`src/rtl/nand_map_pkg.sv`:
```
package nand_map_pkg;

    // Shared geometry constants and defaults
    localparam int SECTOR_LOG       = 9;
    localparam int DEF_COL_W        = 16;
    localparam int DEF_LEN_W        = 16;
    localparam int DEF_SPARE_W      = 8;
    localparam int DEF_LOG_W        = 2;
    localparam int DEF_ADDR_W       = 13;
    localparam int DEF_NUM_SBUF     = 8;
    localparam int DEF_SBUF_STRIDE  = 64;
    localparam int DEF_SPARE_BASE   = 4096;

    typedef enum logic {
        ST_IDLE = 1'b0,
        ST_RUN  = 1'b1
    } map_state_e;

    function automatic int unsigned umin(input int unsigned a, input int unsigned b);
        return (a < b) ? a : b;
    endfunction

endpackage

```
`src/rtl/nand_map_geom.sv`:
```
module nand_map_geom
    import nand_map_pkg::*;
#(
    parameter int COL_W   = DEF_COL_W,
    parameter int SPARE_W = DEF_SPARE_W,
    parameter int LOG_W   = DEF_LOG_W
) (
    input  logic [LOG_W-1:0]   page_log2,
    input  logic [SPARE_W-1:0] spare_size,
    output logic [COL_W-1:0]   page_bytes,
    output logic [SPARE_W-1:0] share
);
    localparam logic [COL_W-1:0] SECTOR_BYTES = COL_W'(1) << SECTOR_LOG;

    assign page_bytes = SECTOR_BYTES << page_log2;
    // spare bytes per buffer, rounded down to an even count
    assign share      = (spare_size >> page_log2) & ~SPARE_W'(1);
endmodule

```
`src/rtl/nand_map_main.sv`:
```
module nand_map_main
    import nand_map_pkg::*;
#(
    parameter int COL_W  = DEF_COL_W,
    parameter int LEN_W  = DEF_LEN_W,
    parameter int ADDR_W = DEF_ADDR_W
) (
    input  logic [COL_W-1:0]  col,
    input  logic [COL_W-1:0]  page_bytes,
    input  logic [LEN_W-1:0]  rem,
    output logic [ADDR_W-1:0] addr,
    output logic [LEN_W-1:0]  len,
    output logic              hits_end
);
    logic [COL_W-1:0] room;

    always_comb begin
        room     = page_bytes - col;
        hits_end = 32'(rem) >= 32'(room);
        len      = LEN_W'(umin(32'(rem), 32'(room)));
        addr     = ADDR_W'(col);
    end
endmodule

```
`src/rtl/nand_map_spare.sv`:
```
module nand_map_spare
    import nand_map_pkg::*;
#(
    parameter int COL_W       = DEF_COL_W,
    parameter int LEN_W       = DEF_LEN_W,
    parameter int SPARE_W     = DEF_SPARE_W,
    parameter int ADDR_W      = DEF_ADDR_W,
    parameter int NUM_SBUF    = DEF_NUM_SBUF,
    parameter int SBUF_STRIDE = DEF_SBUF_STRIDE,
    parameter int SPARE_BASE  = DEF_SPARE_BASE,
    localparam int IDX_W      = $clog2(NUM_SBUF)
) (
    input  logic [COL_W-1:0]   soff,
    input  logic [SPARE_W-1:0] share,
    input  logic [LEN_W-1:0]   rem,
    output logic [ADDR_W-1:0]  addr,
    output logic [LEN_W-1:0]   len,
    output logic [IDX_W-1:0]   idx,
    output logic [COL_W-1:0]   off_in
);
    localparam int LAST = NUM_SBUF - 1;

    logic [COL_W-1:0] divisor;
    logic [COL_W-1:0] quot;

    always_comb begin
        divisor = (share == '0) ? COL_W'(1) : COL_W'(share);
        quot    = (share == '0) ? COL_W'(LAST) : soff / divisor;
        // clamp: everything past the last full share lands in the last buffer
        idx     = (quot > COL_W'(LAST)) ? IDX_W'(LAST) : IDX_W'(quot);
        off_in  = soff - COL_W'(idx) * COL_W'(share);
        if (idx == IDX_W'(LAST))
            len = rem;
        else
            len = LEN_W'(umin(32'(rem), 32'(COL_W'(share) - off_in)));
        addr    = ADDR_W'(SPARE_BASE) + ADDR_W'(idx) * ADDR_W'(SBUF_STRIDE) + ADDR_W'(off_in);
    end
endmodule

```
`src/rtl/nand_page_mapper.sv`:
```
module nand_page_mapper
    import nand_map_pkg::*;
#(
    parameter int COL_W       = DEF_COL_W,
    parameter int LEN_W       = DEF_LEN_W,
    parameter int SPARE_W     = DEF_SPARE_W,
    parameter int LOG_W       = DEF_LOG_W,
    parameter int ADDR_W      = DEF_ADDR_W,
    parameter int NUM_SBUF    = DEF_NUM_SBUF,
    parameter int SBUF_STRIDE = DEF_SBUF_STRIDE,
    parameter int SPARE_BASE  = DEF_SPARE_BASE
) (
    input  logic               clk,
    input  logic               rst,
    input  logic               req_valid,
    output logic               req_ready,
    input  logic [COL_W-1:0]   req_col,
    input  logic [LEN_W-1:0]   req_len,
    input  logic [LOG_W-1:0]   req_page_log2,
    input  logic [SPARE_W-1:0] req_spare_size,
    input  logic               req_spare_only,
    output logic               chunk_valid,
    input  logic               chunk_ready,
    output logic [ADDR_W-1:0]  chunk_addr,
    output logic [LEN_W-1:0]   chunk_len,
    output logic [COL_W-1:0]   col_out,
    output logic               done
);
    localparam int IDX_W = $clog2(NUM_SBUF);
    localparam int LAST  = NUM_SBUF - 1;

    typedef struct packed {
        logic             in_spare;
        logic [COL_W-1:0] soff;
        logic [COL_W-1:0] col;
        logic [LEN_W-1:0] rem;
    } cursor_t;

    map_state_e         st;
    cursor_t            cur;
    logic [LOG_W-1:0]   log_q;
    logic [SPARE_W-1:0] spare_q;
    logic               done_q;

    logic [LOG_W-1:0]   g_log;
    logic [SPARE_W-1:0] g_spare;
    logic [COL_W-1:0]   page_bytes;
    logic [SPARE_W-1:0] share;

    logic [ADDR_W-1:0]  mn_addr, sp_addr;
    logic [LEN_W-1:0]   mn_len, sp_len;
    logic               mn_end;
    logic [IDX_W-1:0]   sp_idx;
    logic [COL_W-1:0]   sp_off;

    logic               accept, take;

    // geometry follows the request while idle, the captured values while running
    assign g_log   = (st == ST_IDLE) ? req_page_log2  : log_q;
    assign g_spare = (st == ST_IDLE) ? req_spare_size : spare_q;

    nand_map_geom #(.COL_W(COL_W), .SPARE_W(SPARE_W), .LOG_W(LOG_W)) u_geom (
        .page_log2 (g_log),
        .spare_size(g_spare),
        .page_bytes(page_bytes),
        .share     (share)
    );

    nand_map_main #(.COL_W(COL_W), .LEN_W(LEN_W), .ADDR_W(ADDR_W)) u_main (
        .col       (cur.col),
        .page_bytes(page_bytes),
        .rem       (cur.rem),
        .addr      (mn_addr),
        .len       (mn_len),
        .hits_end  (mn_end)
    );

    nand_map_spare #(
        .COL_W(COL_W), .LEN_W(LEN_W), .SPARE_W(SPARE_W), .ADDR_W(ADDR_W),
        .NUM_SBUF(NUM_SBUF), .SBUF_STRIDE(SBUF_STRIDE), .SPARE_BASE(SPARE_BASE)
    ) u_spare (
        .soff  (cur.soff),
        .share (share),
        .rem   (cur.rem),
        .addr  (sp_addr),
        .len   (sp_len),
        .idx   (sp_idx),
        .off_in(sp_off)
    );

    assign req_ready   = (st == ST_IDLE);
    assign chunk_valid = (st == ST_RUN);
    assign chunk_addr  = cur.in_spare ? sp_addr : mn_addr;
    assign chunk_len   = cur.in_spare ? sp_len  : mn_len;
    assign col_out     = cur.col;
    assign done        = done_q;
    assign accept      = req_valid && req_ready;
    assign take        = chunk_valid && chunk_ready;

    always_ff @(posedge clk) begin
        if (rst) begin
            st      <= ST_IDLE;
            cur     <= '0;
            log_q   <= '0;
            spare_q <= '0;
            done_q  <= 1'b0;
        end else begin
            done_q <= 1'b0;
            if (accept) begin
                log_q   <= req_page_log2;
                spare_q <= req_spare_size;
                cur.col <= req_col;
                cur.rem <= req_len;
                if (req_col >= page_bytes) begin
                    cur.in_spare <= 1'b1;
                    cur.soff     <= req_col - page_bytes;
                end else if (req_spare_only) begin
                    cur.in_spare <= 1'b1;
                    cur.soff     <= req_col;
                end else begin
                    cur.in_spare <= 1'b0;
                    cur.soff     <= '0;
                end
                if (req_len == '0) done_q <= 1'b1;
                else               st     <= ST_RUN;
            end else if (take) begin
                cur.col <= cur.col + COL_W'(chunk_len);
                cur.rem <= cur.rem - chunk_len;
                if (cur.in_spare) begin
                    cur.soff <= cur.soff + COL_W'(chunk_len);
                end else if (mn_end) begin
                    cur.in_spare <= 1'b1;
                    cur.soff     <= '0;
                end
                if (cur.rem == chunk_len) begin
                    st     <= ST_IDLE;
                    done_q <= 1'b1;
                end
            end
        end
    end

    // ---------------- assertions ----------------
    assert_main_bound_R2: assert property (@(posedge clk) disable iff (rst)
        chunk_valid && !cur.in_spare |-> 32'(cur.col) + 32'(chunk_len) <= 32'(page_bytes));

    assert_spare_entry_R3: assert property (@(posedge clk) disable iff (rst)
        take && !cur.in_spare && mn_end && (chunk_len != cur.rem) && (share != '0)
        |=> chunk_valid && chunk_addr == ADDR_W'(SPARE_BASE));

    assert_buf_bound_R7: assert property (@(posedge clk) disable iff (rst)
        chunk_valid && cur.in_spare && (sp_idx != IDX_W'(LAST))
        |-> 32'(sp_off) + 32'(chunk_len) <= 32'(share));

    assert_col_step_R8: assert property (@(posedge clk) disable iff (rst)
        take |=> col_out == $past(col_out) + COL_W'($past(chunk_len)));

    assert_hold_R9: assert property (@(posedge clk) disable iff (rst)
        chunk_valid && !chunk_ready |=> chunk_valid && $stable(chunk_addr) && $stable(chunk_len));

    assert_nonempty_R10: assert property (@(posedge clk) disable iff (rst)
        chunk_valid |-> chunk_len != '0);

    assert_done_excl_R10: assert property (@(posedge clk) disable iff (rst)
        !(done && chunk_valid));

endmodule

```
`config.mk`:
```
export PLATFORM = sky130hd
export DESIGN_NAME = nand_page_mapper
export DESIGN_NICKNAME = d
export VERILOG_FILES = /design/src/rtl/nand_map_pkg.sv /design/src/rtl/nand_map_geom.sv /design/src/rtl/nand_map_main.sv /design/src/rtl/nand_map_spare.sv /design/src/rtl/nand_page_mapper.sv
export SDC_FILE = /design/constraint.sdc
export NUM_CORES = 1
export LEC_CHECK = 0
export BUFFER_PORTS_ARGS = -buffer_cell sky130_fd_sc_hd__buf_2
export CAP_MARGIN = 20
export CORE_MARGIN = 2
export CORE_UTILIZATION = 60
export CTS_CLUSTER_SIZE = 25
export DETAILED_ROUTE_END_ITERATION = 16
export PLACE_DENSITY = 0.79
export SLEW_MARGIN = 20
export SYNTH_ARGS = -nofsm -noshare
export SYNTH_HDL_FRONTEND = slang
export SYNTH_SLANG_ARGS = --single-unit
```
`constraint.sdc`:
```
create_clock -name clk -period 84 [get_ports clk]
set_input_delay 4.2 -clock clk [delete_from_list [all_inputs] [get_ports clk]]
set_output_delay 4.2 -clock clk [all_outputs]
set_load 0.1 [all_outputs]
```
; ---- Word level (Yosys, flattened, before mapping)
; Index checks and enable logic that the tools add are counted.
; W data, S select, Z words.
[word_totals]
reg_bits = 61
inputBits = 47
word_cells = 64
[op_classes]
add_sub_neg = 9
multipliers = 1
order_cmp = 5
n_div = 1
shifts = 2
n_mux = 25
n_eq_ne = 3
n_reduce_logical = 9
bitwise_logic = 1
[op_table]
columns = cell, count
row1 = $mux W49, 2
row2 = $mux W16, 6
row3 = $mux W17, 3
row4 = $sub A16 B16 Y16, 3
row5 = $add A16 B16 Y16, 2
row6 = $ge A16 B16 Y1, 2
row7 = $lt A16 B32 Y1, 1
row8 = $sub A8 B16 Y17, 1
row9 = $div A16 B16 Y16, 1
row10 = $eq A16 B16 Y1, 1
row11 = $gt A16 B3 Y1 const B, 1
row12 = $logic_not A16 Y1, 1
row13 = $lt A16 B16 Y1, 1
row14 = $mux W8, 2
row15 = $shl A10 B2 Y16 const A, 1
row16 = $sub A16 B11 Y16, 1
row17 = $add A13 B13 Y13, 1
row18 = $add A13 B9 Y13 const A, 1
row19 = $mux W13, 1
row20 = $mul A3 B7 Y10, 1
row21 = $mux W1, 9
row22 = $logic_not A8 Y1, 1
row23 = $shr A8 B2 Y8, 1
row24 = $reduce_bool A2 Y1, 2
row25 = other kinds (9), 10

; ---- Longest topological paths before layout
[logic_depth]
depth_word = 19
depth_mapped = 214
depth_no_buf = 204

; ---- Modules after synthesis
; A second synthesis with hierarchy kept.
[hier_totals]
hier_cells = 2158
area_unflattened_um2 = 16245.6
[modules_own_cells]
columns = mod, seq_area_each_um2, area_each_um2, cells_each, n_inst
row1 = nand_map_spare, 0.0, 7960.1, 1088, 1
row2 = nand_page_mapper, 1221.2, 6238.5, 817, 1
row3 = nand_map_main, 0.0, 1783.0, 220, 1
row4 = nand_map_geom, 0.0, 264.0, 33, 1

; ---- Worst setup path after synthesis
; No wires, ideal clock.
[synth_path]
kind = input port to output port
start = input req_page_log2[0]
end = output chunk_len[2]
path_slack_ns = 36.812
required_time_ns = 79.800
n_path_buf = 9
cell_stages = 181
arrival_ns = 42.988
cell_sequence = mux2i_4 > mux2i_1 > mux2i_1 > inv_1 > clkbuf_1 > nor2_1 > inv_1 > nor3_1 > inv_1 > ha_1 > a21oi_1 > a21oi_1 > ha_1 > o21a_1 > o21ai_0 > nor2_1 > mux2_2 > ha_1 > (+145 left out) > a21oi_1 > xnor2_1 > inv_1 > ha_1 > a21o_1 > xnor2_1 > ha_1 > nor2b_1 > o21ai_0 > nand2b_1 > a21o_1 > a21o_1 > a21o_1 > a21o_1 > a211o_1 > and4_1 > o311a_4 > a211oi_1
[synth_via]
elab_chain_len = 15
word_cells_on_any_way = 20
cone_classes = 3 x add/sub / 1 x mul / 1 x div / 3 x order compare / 1 x eq/ne / 2 x shift / 8 x mux / 1 x reduce/logical
[synth_rtl]
columns = element, line
row1 = from (decl), nand_page_mapper.sv:19  ; input logic [LOG_W-1:0] req_page_log2,
row2 = $mux W2 (*), nand_page_mapper.sv:59  ; assign g_log = (st == ST_IDLE) ? req_page_log2 : log_q;
row3 = $shr A8 B2 Y8, nand_map_geom.sv:17  ; assign share = (spare_size >> page_log2) & ~SPARE_W'(1);
row4 = $logic_not A8 Y1, "nand_map_spare.sv:27, nand_map_spare.sv:28"
row5 = $mux W8, nand_map_spare.sv:27  ; divisor = (share == '0) ? COL_W'(1) : COL_W'(share);
row6 = $div A16 B16 Y16, nand_map_spare.sv:28  ; quot = (share == '0) ? COL_W'(LAST) : soff / divisor;
row7 = $mux W16, nand_map_spare.sv:28
row8 = $gt A16 B3 Y1, nand_map_spare.sv:30  ; idx = (quot > COL_W'(LAST)) ? IDX_W'(LAST) : IDX_W'(quot);
row9 = $mux W3, nand_map_spare.sv:30
row10 = $mul A3 B7 Y10, nand_map_spare.sv:31  ; off_in = soff - COL_W'(idx) * COL_W'(share);
row11 = $sub A16 B11 Y16, nand_map_spare.sv:31
row12 = $sub A8 B16 Y17, nand_map_spare.sv:35  ; len = LEN_W'(umin(32'(rem), 32'(COL_W'(share) - off_in)));
row13 = $lt A16 B32 Y1, nand_map_pkg.sv:20  ; return (a < b) ? a : b;
row14 = $mux W16, nand_map_pkg.sv:20
row15 = $mux W16, nand_map_spare.sv:32  ; if (idx == IDX_W'(LAST))
row16 = $mux W16 (*), nand_page_mapper.sv:94  ; assign chunk_len = cur.in_spare ? sp_len : mn_len;
row17 = to (decl), nand_page_mapper.sv:25  ; output logic [LEN_W-1:0] chunk_len,
; Every way passes the cells marked *; elsewhere a longest branch is shown, timed or not.

; ---- Worst setup path in the final report
[layout_path]
start = input req_page_log2[0]
end = output chunk_len[1]
; Same word-level chain as after synthesis.

==> impl_results.md <==
- Max-slew violation count: 0
- Fraction of layout cells with a size suffix above 1: 0.109
- Worst Tran Pin Value: 1090 ps
- Syn_area_per_cell: roughly 7.5 um^2
- Largest cells by area after synthesis: sky130_fd_sc_hd__ha_1 (21%), sky130_fd_sc_hd__dfxtp_1 (9.1%), sky130_fd_sc_hd__xnor2_1 (4.9%), sky130_fd_sc_hd__a21oi_1 (4.9%), sky130_fd_sc_hd__a21o_1 (4.6%)
- Status: completed
- Cell count after synthesis: between 1500 and 2000
- Master of the slowest instance on the critical path: sky130_fd_sc_hd__or4b_1
- Setup TNS Final: 0 ps
- First-pass GRT wire length: ~61 mm
- Critical Path Sink Type: output pin
- Flip-flop and latch count after synthesis: 60
- Quantity of I/O buffers inserted on ports: between 90 and 100
- Family with the most delay on the worst path: compound AO/OA/AOI/OAI gates
- Pre-CTS WS: 33770 ps
- Final setup vio count: 0
- Class of the worst hold path: reg2reg
- Final period utilization: 0.609
- Top-area cell type share of the netlist area: 0.208
- Initial antenna violation count: 0
- Worst EP required: around 80000 ps
- Area growth, synth to finish: 6.70%
- Total DRC errors in the routed layout: 0
- Final worst clock skew: around 10 ps
- Maximum number of pins on one net before global-route repair: between 60 and 70
- Clock root cell: sky130_fd_sc_hd__clkbuf_16
- Kind of critical path: in2out
- Total congestion overflow after global routing: 0
- Cell repeated most along the worst path: sky130_fd_sc_hd__o21a_1
- Hold Vio Cnt, Final: 0
- Total die area: 23100 um^2
- Synth Cell Area: about 13000 um^2
- Starting density of the core: 0.606
- Post-CTS setup buffers: 0
- Cell variety after synth: between 90 and 100
- Total number of nets in the final design: between 2000 and 2500
- Post-route setup slack: 32850 ps
- Arrival time at the worst endpoint: roughly 47000 ps
- Slew headroom: 0.272
- Net count after synthesis: between 2000 and 2500
- Number of cells upsized or downsized after cts: 0
- RePlAce Congestion: 0.958
- Hold buffer count at CTS: 0
- Post-detailed-route count of antenna-violating nets: 0
- Largest stage delay, worst path: between 700 and 800 ps
- Library cell with the largest summed area after synthesis: sky130_fd_sc_hd__ha_1
- Detailed Route WL: 37.2 mm
- Drt initial violations: between 800 and 900
- H-tree depth: 3
- Number of enable flip-flop cells after synthesis: 0
- Number of buffers inserted during clock tree synthesis: 9
- GRT Util Overall: 0.313
- Clock net sink count: 60
- Max Root-Sink Buffers: 2
- Row Count: between 50 and 60
- Die height: around 150 um
- TritonRoute pass-1 iters: 6
- Startpoint class of the critical path: input pin
- Maximum fanout encountered on the critical timing path: 19
- Via count: between 10000 and 15000
- TritonCTS clock tree: yes
- Horizontal die dimension: 152 um
- Post-layout min period: about 51000 ps
- Flip-flop cell with the highest count after synthesis: sky130_fd_sc_hd__dfxtp_1
- Routed WL per cell: between 15 and 20 um
- Maxcap violations: 0
- Fill cell total of the finished layout: between 1500 and 2000
- Clock slew at reported path FFs: 50 ps
- Unrepaired setup endpoints after global routing: false
- Clock latency on the worst-skew pair: ~330 ps
- Yosys warning count: 0
- I/O pin total: 95
- Sequential share of the synthesized area: 0.0913
- Vias in the first global route: roughly 13000
- Core ar.: 21700 um^2
- Post-DP HPWL: slightly below 30 mm
- Avg Vias per Cell: 6.45
- Antenna diode instance count: 0
- Max Freq: 19.6 MHz
- Share of synthesized flip-flops with an asynchronous set or reset: 0
- Critical path buffer and inverter count: 13
## registers in the layout (all words and copies together) (netlist names)
name         count
cur             33
col_out         16
spare_q          7
log_q            2
chunk_valid      1
done             1
## cell families (layout without fill, tap and decap cells)
logic type / after synthesis / in the layout / share of synthesized area
adder cells (fa/ha/maj): 233 / 233 / 0.228
multiplexers: 61 / 61 / 0.0506
buffers and inverters: 184 / 228 / 0.0596
AND/OR/NAND/NOR: 561 / 561 / 0.208
AO/OA/AOI/OAI: 540 / 540 / 0.282
flip-flops: 60 / 60 / 0.0913
XOR/XNOR: 120 / 120 / 0.0799
## layout make-up
cell class / count / area, um^2 / area share
clock buffer: 13 / 280 / 0.0200
multi-input combinational: 1515 / 11200 / 0.797
timing repair buffer: 112 / 608 / 0.0433
sequential: 60 / 1200 / 0.0856
inverter: 102 / 383 / 0.0273
tap: 280 / 350 / 0.0250
clock inverter: 1 / 30.0 / 0.00214
## through the flow
stage          utilization  cells  instance area, um^2  hold slack, ps
6_report             0.647   2083                14000             456
5_1_grt              0.647   2083                14000             485
4_1_cts              0.647   2083                14000             456
3_5_place_dp         0.633   2069                13700             447
3_3_place_gp         0.633   2069                13700             441
2_1_floorplan            -   1759                13200             433
## cells in the mapped netlist (9+ instances only)
cell type	number
sky130_fd_sc_hd__a211oi_1	30
sky130_fd_sc_hd__a21o_1	81
sky130_fd_sc_hd__a21oi_1	129
sky130_fd_sc_hd__a22oi_1	34
sky130_fd_sc_hd__and2_1	15
sky130_fd_sc_hd__and3_1	15
sky130_fd_sc_hd__buf_4	16
sky130_fd_sc_hd__clkbuf_1	53
sky130_fd_sc_hd__dfxtp_1	60
sky130_fd_sc_hd__fa_1	12
sky130_fd_sc_hd__ha_1	219
sky130_fd_sc_hd__inv_1	101
sky130_fd_sc_hd__mux2_2	26
sky130_fd_sc_hd__mux2i_1	31
sky130_fd_sc_hd__nand2_1	162
sky130_fd_sc_hd__nand2b_1	26
sky130_fd_sc_hd__nand3_1	19
sky130_fd_sc_hd__nand4_1	15
sky130_fd_sc_hd__nor2_1	135
sky130_fd_sc_hd__nor2b_1	22
sky130_fd_sc_hd__nor3_1	79
sky130_fd_sc_hd__nor4_1	15
sky130_fd_sc_hd__o211ai_1	10
sky130_fd_sc_hd__o21a_1	47
sky130_fd_sc_hd__o21ai_0	75
sky130_fd_sc_hd__o21bai_1	22
sky130_fd_sc_hd__o22ai_1	9
sky130_fd_sc_hd__o31ai_1	25
sky130_fd_sc_hd__or2_2	11
sky130_fd_sc_hd__or3_1	15
sky130_fd_sc_hd__xnor2_1	74
sky130_fd_sc_hd__xor2_1	46
## worst register-to-register path, delay by kind of cell, from the launching register on
family | cells | cell delay (ps)
multiplexers | 9 | 3370
AND/OR/NAND/NOR | 48 | 10890
AO/OA/AOI/OAI | 104 | 21960
flip-flops | 1 | 980
XOR/XNOR | 3 | 640
buffers and inverters | 12 | 1870
adder cells (fa/ha/maj) | 23 | 7330
## metal layers
layer  GRT usage  share of wire  vias to the layer above
li1            -              -                     6564
met3      0.0231          0.055                       88
met2       0.542           0.47                      477
met5           0              0                        -
met1       0.409           0.44                     6302
met4       0.114          0.032                        0
## cells in the final DEF, fill, tap and decap left out, types with 74 or more instances in the layout
cell type                 Yosys  final
sky130_fd_sc_hd__nor2_1     135    135
sky130_fd_sc_hd__a21oi_1    129    129
sky130_fd_sc_hd__a21o_1      81     81
sky130_fd_sc_hd__nand2_1    162    162
sky130_fd_sc_hd__inv_1      101    101
sky130_fd_sc_hd__xnor2_1     74     74
sky130_fd_sc_hd__ha_1       219    219
sky130_fd_sc_hd__buf_2        2     93
sky130_fd_sc_hd__nor3_1      79     79
sky130_fd_sc_hd__o21ai_0     75     75
## worst paths after layout
| path | start | end | slack, ps | cells after the start |
|---|---|---|---|---|
| hold reg to reg | spare_q[1] | spare_q[1] | 460 | 2 |
| setup reg to reg | chunk_valid | cur[15] | 36930 | 199 |
| setup / recovery | req_page_log2[0] | chunk_len[1] | 32850 | 180 |
| hold / removal | spare_q[1] | spare_q[1] | 460 | 2 |
Power is left out: the tool's default activity adds up to more than one toggle a clock period on the data nets, which glitch-free logic cannot reach.
